==> src/rtl/pe_seq_pkg.sv <==
package pe_seq_pkg;
    localparam int ADDR_W    = 32;
    localparam int OPC_W     = 8;
    localparam int PAGE_W    = 14;
    localparam int CNT_PG_W  = 9;
    localparam int SECT_W    = 6;
    localparam int NBUF      = 2;
    localparam int PAGE_LSB  = 11;
    localparam int BOOT_LSB  = PAGE_LSB + 3;
    localparam int BOOT_W    = PAGE_W - 3;
    localparam int SECT_LSB  = PAGE_LSB + PAGE_W - SECT_W;
    localparam int BOOT_PAGES = 8;
    localparam int BIG_PAGES  = 256;
    localparam int SECT0_PAGES = BIG_PAGES - BOOT_PAGES;

    localparam logic [OPC_W-1:0] OPC_PROG0  = 8'h88;
    localparam logic [OPC_W-1:0] OPC_PROG1  = 8'h89;
    localparam logic [OPC_W-1:0] OPC_FPROG0 = 8'h98;
    localparam logic [OPC_W-1:0] OPC_FPROG1 = 8'h99;
    localparam logic [OPC_W-1:0] OPC_ERBOOT = 8'h50;
    localparam logic [OPC_W-1:0] OPC_ERSECT = 8'h7C;

    typedef enum logic [2:0] {
        K_NONE  = 3'd0,
        K_PROG  = 3'd1,
        K_FPROG = 3'd2,
        K_ERB   = 3'd3,
        K_ERS   = 3'd4
    } op_kind_e;

    typedef struct packed {
        op_kind_e              kind;
        logic                  bsel;
        logic [PAGE_W-1:0]     first;
        logic [CNT_PG_W-1:0]   count;
        logic [SECT_W-1:0]     sect;
    } op_desc_t;

    function automatic op_desc_t decode_cmd(input logic [OPC_W-1:0] opc,
                                            input logic [ADDR_W-1:0] a);
        op_desc_t d;
        logic [PAGE_W-1:0] pg;
        logic [SECT_W-1:0] s;
        d  = '0;
        pg = a[PAGE_LSB +: PAGE_W];
        s  = a[SECT_LSB +: SECT_W];
        case (opc)
            OPC_PROG0, OPC_PROG1, OPC_FPROG0, OPC_FPROG1: begin
                d.kind  = (opc[4]) ? K_FPROG : K_PROG;
                d.bsel  = opc[0];
                d.first = pg;
                d.count = CNT_PG_W'(1);
                d.sect  = pg[PAGE_W-1 -: SECT_W];
            end
            OPC_ERBOOT: begin
                d.kind  = K_ERB;
                d.first = {a[BOOT_LSB +: BOOT_W], 3'b000};
                d.count = CNT_PG_W'(BOOT_PAGES);
                d.sect  = a[SECT_LSB +: SECT_W];
            end
            OPC_ERSECT: begin
                d.kind = K_ERS;
                d.sect = s;
                if (s == '0) begin
                    d.first = PAGE_W'(BOOT_PAGES);
                    d.count = CNT_PG_W'(SECT0_PAGES);
                end else begin
                    d.first = {s, 8'h00};
                    d.count = CNT_PG_W'(BIG_PAGES);
                end
            end
            default: d = '0;
        endcase
        return d;
    endfunction
endpackage

==> src/rtl/pe_decode.sv <==
module pe_decode
    import pe_seq_pkg::*;
(
    input  logic [OPC_W-1:0]  opcode,
    input  logic [ADDR_W-1:0] addr,
    output op_desc_t          desc,
    output logic              known
);
    always_comb begin
        desc  = decode_cmd(opcode, addr);
        known = (desc.kind != K_NONE);
    end
endmodule

==> src/rtl/pe_timer.sv <==
module pe_timer
    import pe_seq_pkg::*;
#(
    parameter int T_PROG  = 5000,
    parameter int T_FPROG = 1500,
    parameter int T_ERASE = 20000
) (
    input  logic     clk,
    input  logic     rst,
    input  logic     start,
    input  op_kind_e kind,
    output logic     busy,
    output logic     start_pulse
);
    localparam int TMAX0 = (T_PROG > T_FPROG) ? T_PROG : T_FPROG;
    localparam int TMAX  = (TMAX0 > T_ERASE) ? TMAX0 : T_ERASE;
    localparam int CNT_W = $clog2(TMAX + 1);

    logic [CNT_W-1:0] cnt_q;
    logic [CNT_W-1:0] load_v;

    always_comb begin
        case (kind)
            K_PROG:        load_v = CNT_W'(T_PROG - 1);
            K_FPROG:       load_v = CNT_W'(T_FPROG - 1);
            K_ERB, K_ERS:  load_v = CNT_W'(T_ERASE - 1);
            default:       load_v = '0;
        endcase
    end

    always_ff @(posedge clk) begin
        if (rst) begin
            busy        <= 1'b0;
            cnt_q       <= '0;
            start_pulse <= 1'b0;
        end else begin
            start_pulse <= 1'b0;
            if (start && !busy) begin
                busy        <= 1'b1;
                cnt_q       <= load_v;
                start_pulse <= 1'b1;
            end else if (busy) begin
                if (cnt_q == '0) busy  <= 1'b0;
                else             cnt_q <= cnt_q - 1'b1;
            end
        end
    end

    p_hold_r5: assert property (@(posedge clk) disable iff (rst)
        (busy && cnt_q != '0) |=> busy);
    p_end_r5: assert property (@(posedge clk) disable iff (rst)
        ($fell(busy) && !$past(rst)) |-> ($past(cnt_q) == '0));
    p_pulse_r9: assert property (@(posedge clk) disable iff (rst)
        start_pulse |-> (busy && !$past(busy)));
    p_reset_r8: assert property (@(posedge clk)
        rst |=> (!busy && !start_pulse));
endmodule

==> src/rtl/pe_lock.sv <==
module pe_lock
    import pe_seq_pkg::*;
(
    input  logic            clk,
    input  logic            rst,
    input  logic            busy,
    input  op_kind_e        kind,
    input  logic            bsel,
    output logic            array_lock,
    output logic [NBUF-1:0] buf_lock
);
    logic is_prog;
    assign is_prog    = (kind == K_PROG) || (kind == K_FPROG);
    assign array_lock = busy;

    for (genvar b = 0; b < NBUF; b++) begin : g_buf
        assign buf_lock[b] = busy && is_prog && (bsel == b[0]);
    end

    p_buf_needs_array_r6: assert property (@(posedge clk) disable iff (rst)
        (|buf_lock) |-> array_lock);
    p_one_buf_r6: assert property (@(posedge clk) disable iff (rst)
        $onehot0(buf_lock));
endmodule

==> src/rtl/pe_sequencer.sv <==
module pe_sequencer
    import pe_seq_pkg::*;
#(
    parameter int T_PROG  = 5000,
    parameter int T_FPROG = 1500,
    parameter int T_ERASE = 20000
) (
    input  logic                clk,
    input  logic                rst,
    input  logic                cmd_valid,
    input  logic [7:0]          cmd_opcode,
    input  logic [31:0]         cmd_addr,
    output logic                rdy_busy_n,
    output logic                status_busy,
    output logic                array_lock,
    output logic [1:0]          buf_lock,
    output logic                op_start,
    output logic [2:0]          op_kind,
    output logic                op_buf,
    output logic [13:0]         op_first_page,
    output logic [8:0]          op_page_count,
    output logic [5:0]          op_sector
);
    op_desc_t dec_desc;
    op_desc_t desc_q;
    logic     dec_known;
    logic     busy;
    logic     start_req;

    pe_decode u_dec (
        .opcode (cmd_opcode),
        .addr   (cmd_addr),
        .desc   (dec_desc),
        .known  (dec_known)
    );

    assign start_req = cmd_valid && dec_known && !busy;

    always_ff @(posedge clk) begin
        if (rst)            desc_q <= '0;
        else if (start_req) desc_q <= dec_desc;
    end

    pe_timer #(.T_PROG(T_PROG), .T_FPROG(T_FPROG), .T_ERASE(T_ERASE)) u_tmr (
        .clk         (clk),
        .rst         (rst),
        .start       (start_req),
        .kind        (dec_desc.kind),
        .busy        (busy),
        .start_pulse (op_start)
    );

    pe_lock u_lock (
        .clk        (clk),
        .rst        (rst),
        .busy       (busy),
        .kind       (desc_q.kind),
        .bsel       (desc_q.bsel),
        .array_lock (array_lock),
        .buf_lock   (buf_lock)
    );

    assign status_busy   = busy;
    assign rdy_busy_n    = !busy;
    assign op_kind       = desc_q.kind;
    assign op_buf        = desc_q.bsel;
    assign op_first_page = desc_q.first;
    assign op_page_count = desc_q.count;
    assign op_sector     = desc_q.sect;

    p_ignore_busy_r7: assert property (@(posedge clk) disable iff (rst)
        (busy && cmd_valid) |=> ($stable(desc_q) && !op_start));
    p_ignore_unknown_r7: assert property (@(posedge clk) disable iff (rst)
        (cmd_valid && !dec_known) |=> !op_start);
    p_start_cause_r9: assert property (@(posedge clk) disable iff (rst)
        op_start |-> $past(cmd_valid));
endmodule

==> config.mk <==
export PLATFORM = sky130hd
export DESIGN_NAME = pe_sequencer
export DESIGN_NICKNAME = d
export VERILOG_FILES = /design/src/rtl/pe_seq_pkg.sv /design/src/rtl/pe_decode.sv /design/src/rtl/pe_timer.sv /design/src/rtl/pe_lock.sv /design/src/rtl/pe_sequencer.sv
export SDC_FILE = /design/constraint.sdc
export NUM_CORES = 1
export LEC_CHECK = 0
export BUFFER_PORTS_ARGS = -buffer_cell sky130_fd_sc_hd__buf_2
export CAP_MARGIN = 20
export CORE_UTILIZATION = 48
export DETAILED_ROUTE_END_ITERATION = 7
export PLACE_DENSITY_LB_ADDON = 0.1
export SKIP_LAST_GASP = 1
export SLEW_MARGIN = 0
export SYNTH_ARGS = -nofsm -noshare
export SYNTH_HDL_FRONTEND = slang
export SYNTH_SLANG_ARGS = --single-unit
==> constraint.sdc <==
create_clock -name clk -period 2.6 [get_ports clk]
set_input_delay 0.39 -clock clk [delete_from_list [all_inputs] [get_ports clk]]
set_output_delay 0.39 -clock clk [all_outputs]
set_load 0.005 [all_outputs]
==> results.sh, run 1 <==
export IMPL_outcome="finished clean"
export IMPL_crit_type="flip-flop to flip-flop"
export IMPL_arrival_ns=2.63
export IMPL_port_buffers=61
export IMPL_cts_buffer_depth=2
export IMPL_grt_max_degree=23
export IMPL_setup_tns_ns=0
export IMPL_hold_class="input port to flip-flop"
export IMPL_cts_made_buffers=5
export IMPL_p_leak_nw=1.09
export IMPL_syn_inst=246
export IMPL_start_util=0.514
export IMPL_r2r_end="u_tmr.cnt_q[10]"
export IMPL_cts_root_buf="clkbuf_8"
export IMPL_worstPathRequired_ns=2.81
export IMPL_globalplace_congestion=0.884
export IMPL_cellPowerDensity_nw_per_um2=487
export IMPL_worstMarginPinSlew_ns=0.713
export IMPL_grt_pass1_wl_um=7420
export IMPL_drv_slew=0
export IMPL_ys_types=57
export IMPL_dr_pass1_iters=4
export IMPL_routed_top_layer="met4"
export IMPL_wl_per_cell_um=14.1
export IMPL_avgViaCountPerCell=5.59
export IMPL_hold_path_end="op_first_page[7]"
export IMPL_grtUsageTotal=0.213
export IMPL_skew_ns=0.00372
export IMPL_wl_met2_um=2140
export IMPL_dp_hpwl_um=3610
export IMPL_ys_ff_latch=45
export IMPL_hold_violations=0
export IMPL_fin_crit_ns=2.42
export IMPL_h_tree_depth=2
export IMPL_synth_edf_count=0
export IMPL_nNetsFinal=347
export IMPL_clock_sinks=45
export IMPL_post_route_period_util=0.932
export IMPL_fin_ws_ns=0.176
export IMPL_rows=23
export IMPL_min_from="cmd_addr[18]"
export IMPL_async_flop_share=0
export IMPL_finalSetupViolations=0
export IMPL_netlist_area_um2=2130
export IMPL_yosysWarnings=0
export IMPL_clk_pin_slew_ns=0.09
export IMPL_routed_wl_um=4980
export IMPL_cp_end_kind="flip-flop"
export IMPL_critPathMaxFanout=13
export IMPL_reg2regPathDepth=7
export IMPL_drive_gt1_frac=0.303
export IMPL_antenna_found_initial=0
export IMPL_vdd_ir_drop_max_v=0.000278
export IMPL_yosysSeqAreaShare=0.423
export IMPL_start_kind="flip-flop"
export IMPL_globalRouteOverflowTotal=0
export IMPL_boundaryPins=82
export IMPL_maxCapViolCount=0
export IMPL_placeableCoreArea_um2=4140
export IMPL_max_freq_mhz=413
export IMPL_insertion_delay_ns=0.30
export IMPL_n_antenna_cell=0
export IMPL_reg2reg_slack_ns=0.18
export IMPL_grt_pass1_vias=1581
export IMPL_reg2reg_from="u_tmr.cnt_q[0]"
export IMPL_relSlewSlack=0.523
export IMPL_area_delta_synth_final_pct=19.2
export IMPL_die_h_um=68.6
export IMPL_holdPathStages=2
export IMPL_die_area_um2=4710
export IMPL_drt_initial_drc_count=97
export IMPL_routed_via_count=1979
export IMPL_m1WireLength_um=2430
export IMPL_synth_ff_type="dfxtp_1"
export IMPL_avgSynthCellArea_um2=8.67
export IMPL_die_w_um=68.6
export IMPL_wl_met3_um=363
export IMPL_dp_slack_ns=0.153
export IMPL_cts_tree="done"
export IMPL_rsz0062_at_grt="false"
export IMPL_drc=0
export IMPL_antenna_left=0
-- per-stage QoR --
step	power [mW]	hold WS (ns)	cell area (µm²)	cells	utilization
2_1_floorplan	0.777	0.439	2140	247	-
3_3_place_gp	0.808	0.434	2450	346	0.592
3_5_place_dp	0.809	0.443	2450	346	0.592
4_1_cts	1.24	0.298	2540	354	0.614
5_1_grt	1.28	0.294	2540	354	0.614
6_report	1.24	0.297	2540	354	0.614
-- how the worst max path moves through the flow --
| stage | from | slack, ns | endpoint | depth (start not counted) |
|---|---|---|---|---|
| 6_report | u_tmr.cnt_q[0] | 0.18 | u_tmr.cnt_q[10] | 7 |
| 5_1_grt | u_tmr.cnt_q[0] | 0.02 | u_tmr.cnt_q[4] | 7 |
| 4_1_cts | u_tmr.cnt_q[0] | 0.13 | u_tmr.cnt_q[10] | 7 |
| 3_5_place_dp | u_tmr.cnt_q[0] | 0.15 | u_tmr.cnt_q[10] | 7 |
| 3_3_place_gp | u_tmr.cnt_q[0] | 0.17 | u_tmr.cnt_q[10] | 7 |
| 2_1_floorplan | u_tmr.cnt_q[0] | 0.25 | u_tmr.cnt_q[14] | 8 |
-- repair_timing --
| item | CTS | global route |
|---|---|---|
| endpoints found under the setup margin | 0 | 1 |
| hold buffers | 0 | 0 |
| buffers inserted | 0 | 0 |
| gates resized for setup | 0 | 0 |
| endpoints found under the hold margin | 0 | 0 |
-- report_power, final --
group          total, mW  switching, mW  internal, mW
Clock              0.444          0.253         0.191
Sequential         0.697        0.00378         0.694
Combinational     0.0958         0.0570        0.0388
-- cells in the mapped netlist (2+ instances only) --
library cell | n | share of area
buf_6 | 2 | 0.011
or3_1 | 8 | 0.023
nor2_1 | 16 | 0.028
xnor2_1 | 2 | 0.0082
nand2b_1 | 4 | 0.012
o22ai_1 | 2 | 0.0059
or2_2 | 3 | 0.0088
o21ai_0 | 4 | 0.0094
or4_1 | 3 | 0.011
a22o_1 | 9 | 0.037
buf_2 | 2 | 0.0047
a211oi_1 | 4 | 0.014
a21o_1 | 2 | 0.0070
buf_4 | 6 | 0.021
dfxtp_1 | 45 | 0.42
clkbuf_1 | 11 | 0.019
inv_1 | 9 | 0.016
a2bb2oi_1 | 2 | 0.0082
nor3b_1 | 3 | 0.011
nand2_1 | 28 | 0.049
o2111ai_1 | 2 | 0.0082
o31ai_1 | 3 | 0.011
nand3_1 | 3 | 0.0070
nor3_1 | 11 | 0.026
a2111oi_2 | 2 | 0.014
o211ai_1 | 2 | 0.0070
or3b_1 | 2 | 0.0082
nor4_1 | 3 | 0.0088
a21oi_1 | 24 | 0.056
xor2_1 | 2 | 0.0082
-- metal layers --
layer  vias up  track usage
met1       905        0.298
met2        66        0.320
met3         5       0.0559
met4         0       0.0625
li1       1003            -
met5         -            0
-- cell usage in the layout, fill, tap and decap left out, drive strengths merged, types with 3 or more instances in the layout --
cell     count
clkbuf       5
nor2        16
a21oi       24
dfxtp       45
nand2b       4
nor3b        3
nand2       28
a22o         9
a2111oi      4
o21ai        6
inv         10
nor3        11
nor4         4
o31ai        3
or3          9
or2          3
buf         70
or4          4
a211oi       5
nand3        3
-- kinds of logic (layout without fill, tap and decap cells) --
kind of cell | count (synthesis) | after routing | share of synthesized area
AO/OA/AOI/OAI | 70 | 70 | 0.242
AND/OR/NAND/NOR | 95 | 95 | 0.239
adder cells (fa/ha/maj) | 1 | 1 | 0.00587
other | 1 | 2 | 0.00176
buffers and inverters | 30 | 87 | 0.0716
flip-flops | 45 | 45 | 0.423
XOR/XNOR | 4 | 4 | 0.0164
-- sequential cells by signal (all words and copies together) (netlist names) --
| signal | flops |
|---|---|
| op_kind | 3 |
| op_sector | 6 |
| op_buf | 1 |
| u_tmr.busy | 1 |
| u_tmr.start_pulse | 1 |
| op_first_page | 14 |
| op_page_count | 4 |
| u_tmr.cnt_q | 15 |
-- cell type report --
class                           count  area, µm²
Clock buffer                        5       68.8
Clock inverter                      3       21.3
Fill cell                         392       1600
Inverter                            9       33.8
Multi-Input combinational cell    172       1080
Sequential cell                    45        901
Tap cell                           50       62.6
Timing Repair Buffer               70        373
-- critical path, cell delays in order (launching register included) --
cell,delay [ns]
dfxtp_1,0.35
inv_1,0.06
ha_1,0.20
or3b_1,0.42
or4_4,0.57
o21a_4,0.30
a2bb2oi_1,0.17
a2111oi_2,0.26
Note: power is estimated with default switching activity, not from simulation.
==> run 2, diff against run 1 <==
--- a/config.mk
+++ b/config.mk
@@ -9,6 +9,7 @@
 export CAP_MARGIN = 20
 export CORE_UTILIZATION = 48
 export DETAILED_ROUTE_END_ITERATION = 7
+export MAX_ROUTING_LAYER = met4
 export PLACE_DENSITY_LB_ADDON = 0.1
 export SKIP_LAST_GASP = 1
 export SLEW_MARGIN = 0
==> run 2 against run 1 <==
Compared with the run above: final cell count stayed put; hold slack better by 0.0012 ns; die area stayed put; critical path depth stayed put; clock skew hardly changed; critical endpoint unchanged; largest cell class unchanged.
==> results.sh, run 2 (synthesized netlist as in run 1, its figures left out) <==
export IMPL_hold_violations=0
export IMPL_drt_initial_drc_count=80
export IMPL_clk_pin_slew_ns=0.09
export IMPL_setup_tns_ns=0
export IMPL_drc=0
export IMPL_rsz0062_at_grt="false"
export IMPL_cts_tree="done"
export IMPL_r2r_end="u_tmr.cnt_q[10]"
export IMPL_boundaryPins=82
export IMPL_routed_via_count=1993
export IMPL_cp_end_kind="flip-flop"
export IMPL_largest_reg_flops=15
export IMPL_globalRouteOverflowTotal=0
export IMPL_n_antenna_cell=0
export IMPL_critPathMaxFanout=13
export IMPL_globalplace_congestion=0.899
export IMPL_rows=23
export IMPL_dr_pass1_iters=4
export IMPL_top_register="u_tmr.cnt_q"
export IMPL_worst_path_stages=7
export IMPL_arrival_ns=2.63
export IMPL_relSlewSlack=0.525
export IMPL_final_cell_mix="buf_2 (61), dfxtp_1 (45), nand2_1 (28)"
export IMPL_dp_hpwl_um=3610
export IMPL_fin_hold_ws_ns=0.298
export IMPL_h_tree_depth=2
export IMPL_die_h_um=68.6
export IMPL_antenna_left=0
export IMPL_skew_ns=0.00401
export IMPL_cts_root_buf="clkbuf_8"
export IMPL_crit_path_start="u_tmr.cnt_q[0]"
export IMPL_outcome="finished clean"
export IMPL_reg2reg_slack_ns=0.18
export IMPL_grt_pass1_wl_um=7440
export IMPL_placed_area_um2=2450
export IMPL_die_w_um=68.6
export IMPL_vdd_ir_drop_max_v=0.000278
export IMPL_max_freq_mhz=412
export IMPL_drive_gt1_frac=0.303
export IMPL_cellPowerDensity_nw_per_um2=487
export IMPL_final_cell_count_no_fill=354
export IMPL_cts_made_buffers=5
export IMPL_antenna_found_initial=0
export IMPL_cts_buffer_depth=2
export IMPL_p_leak_nw=1.09
export IMPL_crit_type="flip-flop to flip-flop"
export IMPL_path_cells="inv_1 -> ha_1 -> or3b_1 -> or4_4 -> o21a_4 -> a2bb2oi_1 -> a2111oi_2"
export IMPL_start_kind="flip-flop"
export IMPL_post_route_period_util=0.932
export IMPL_fill_cells=392
export IMPL_ctsHoldBuffers=0
export IMPL_port_buffers=61
export IMPL_crit_path_end="u_tmr.cnt_q[10]"
export IMPL_postCtsSetupRepairBufs=0
export IMPL_nNetsFinal=347
export IMPL_maxCapViolCount=0
export IMPL_path_buf_inv=1
export IMPL_routed_wl_um=4970
export IMPL_slowest_stage="or4_4"
export IMPL_grt_pass1_vias=1579
export IMPL_mostFrequentLayoutCell="buf_2"
export IMPL_reg2reg_from="u_tmr.cnt_q[0]"
export IMPL_avgViaCountPerCell=5.63
export IMPL_finalSetupViolations=0
export IMPL_worstMarginPinSlew_ns=0.709
export IMPL_critPathTopFamily="simple AND/OR/NAND/NOR gates"
export IMPL_insertion_delay_ns=0.30
export IMPL_drv_slew=0
export IMPL_place_inst=346
export IMPL_reg2regPathDepth=7
export IMPL_clock_sinks=45
export IMPL_fin_crit_ns=2.42
export IMPL_hold_class="input port to flip-flop"
export IMPL_grtUsageTotal=0.219
export IMPL_die_area_um2=4710
export IMPL_worstPathRequired_ns=2.80
export IMPL_fin_area_um2=2540
export IMPL_grt_max_degree=23
export IMPL_area_delta_synth_final_pct=19.2
export IMPL_placeableCoreArea_um2=4140
export IMPL_wl_per_cell_um=14.0
export IMPL_start_util=0.514
export IMPL_cpPeakStageDelay_ns=0.57
run 2: repair_timing:
action,4_1_cts,5_1_grt
endpoints found under the setup margin,0,1
hold endpoints to repair,0,0
resized for setup,0,0
run 2: metal layers:
layer	GRT usage	vias to the layer above	share of wire
met1	0.300	916	0.49
met5	-	-	0
met4	0.0625	0	0.0076
met2	0.320	65	0.43
li1	-	1007	-
met3	0.0526	5	0.068
run 2: layout make-up:
type,instances,area (µm²),share of cell area
inverters,9,33.8,0.0133
well taps,50,62.6,0.0246
flip-flops and latches,45,901,0.354
clock inverters,3,21.3,0.00837
clock buffers,5,68.8,0.0271
multi-input cells,172,1080,0.426
repair buffers,70,373,0.147
run 2: worst min-delay path by stage:
stage,start,slack [ns],cells past startpoint,endpoint
after floorplan,u_tmr.cnt_q[14],0.44,2,u_tmr.cnt_q[14]
after global placement,op_page_count[0],0.43,1,op_page_count[0]
after detailed placement,op_page_count[0],0.44,1,op_page_count[0]
after CTS,cmd_addr[18],0.30,2,op_first_page[7]
after global routing,cmd_addr[18],0.29,2,op_first_page[7]
final,cmd_addr[18],0.30,2,op_first_page[7]
run 2: per-stage QoR:
| step | setup slack, ns | power [mW] | utilization |
|---|---|---|---|
| after floorplan | 0.252 | 0.777 | - |
| after global placement | 0.170 | 0.808 | 0.592 |
| after detailed placement | 0.153 | 0.809 | 0.592 |
| after CTS | 0.132 | 1.24 | 0.614 |
| after global routing | 0.0176 | 1.28 | 0.614 |
| final | 0.176 | 1.24 | 0.614 |
run 2: power breakdown:
group / switching (mW) / internal [mW] / leakage, nW
logic: 0.0574 / 0.0388 / 0.687
clock network: 0.253 / 0.191 / 0.0445
registers: 0.00379 / 0.694 / 0.363
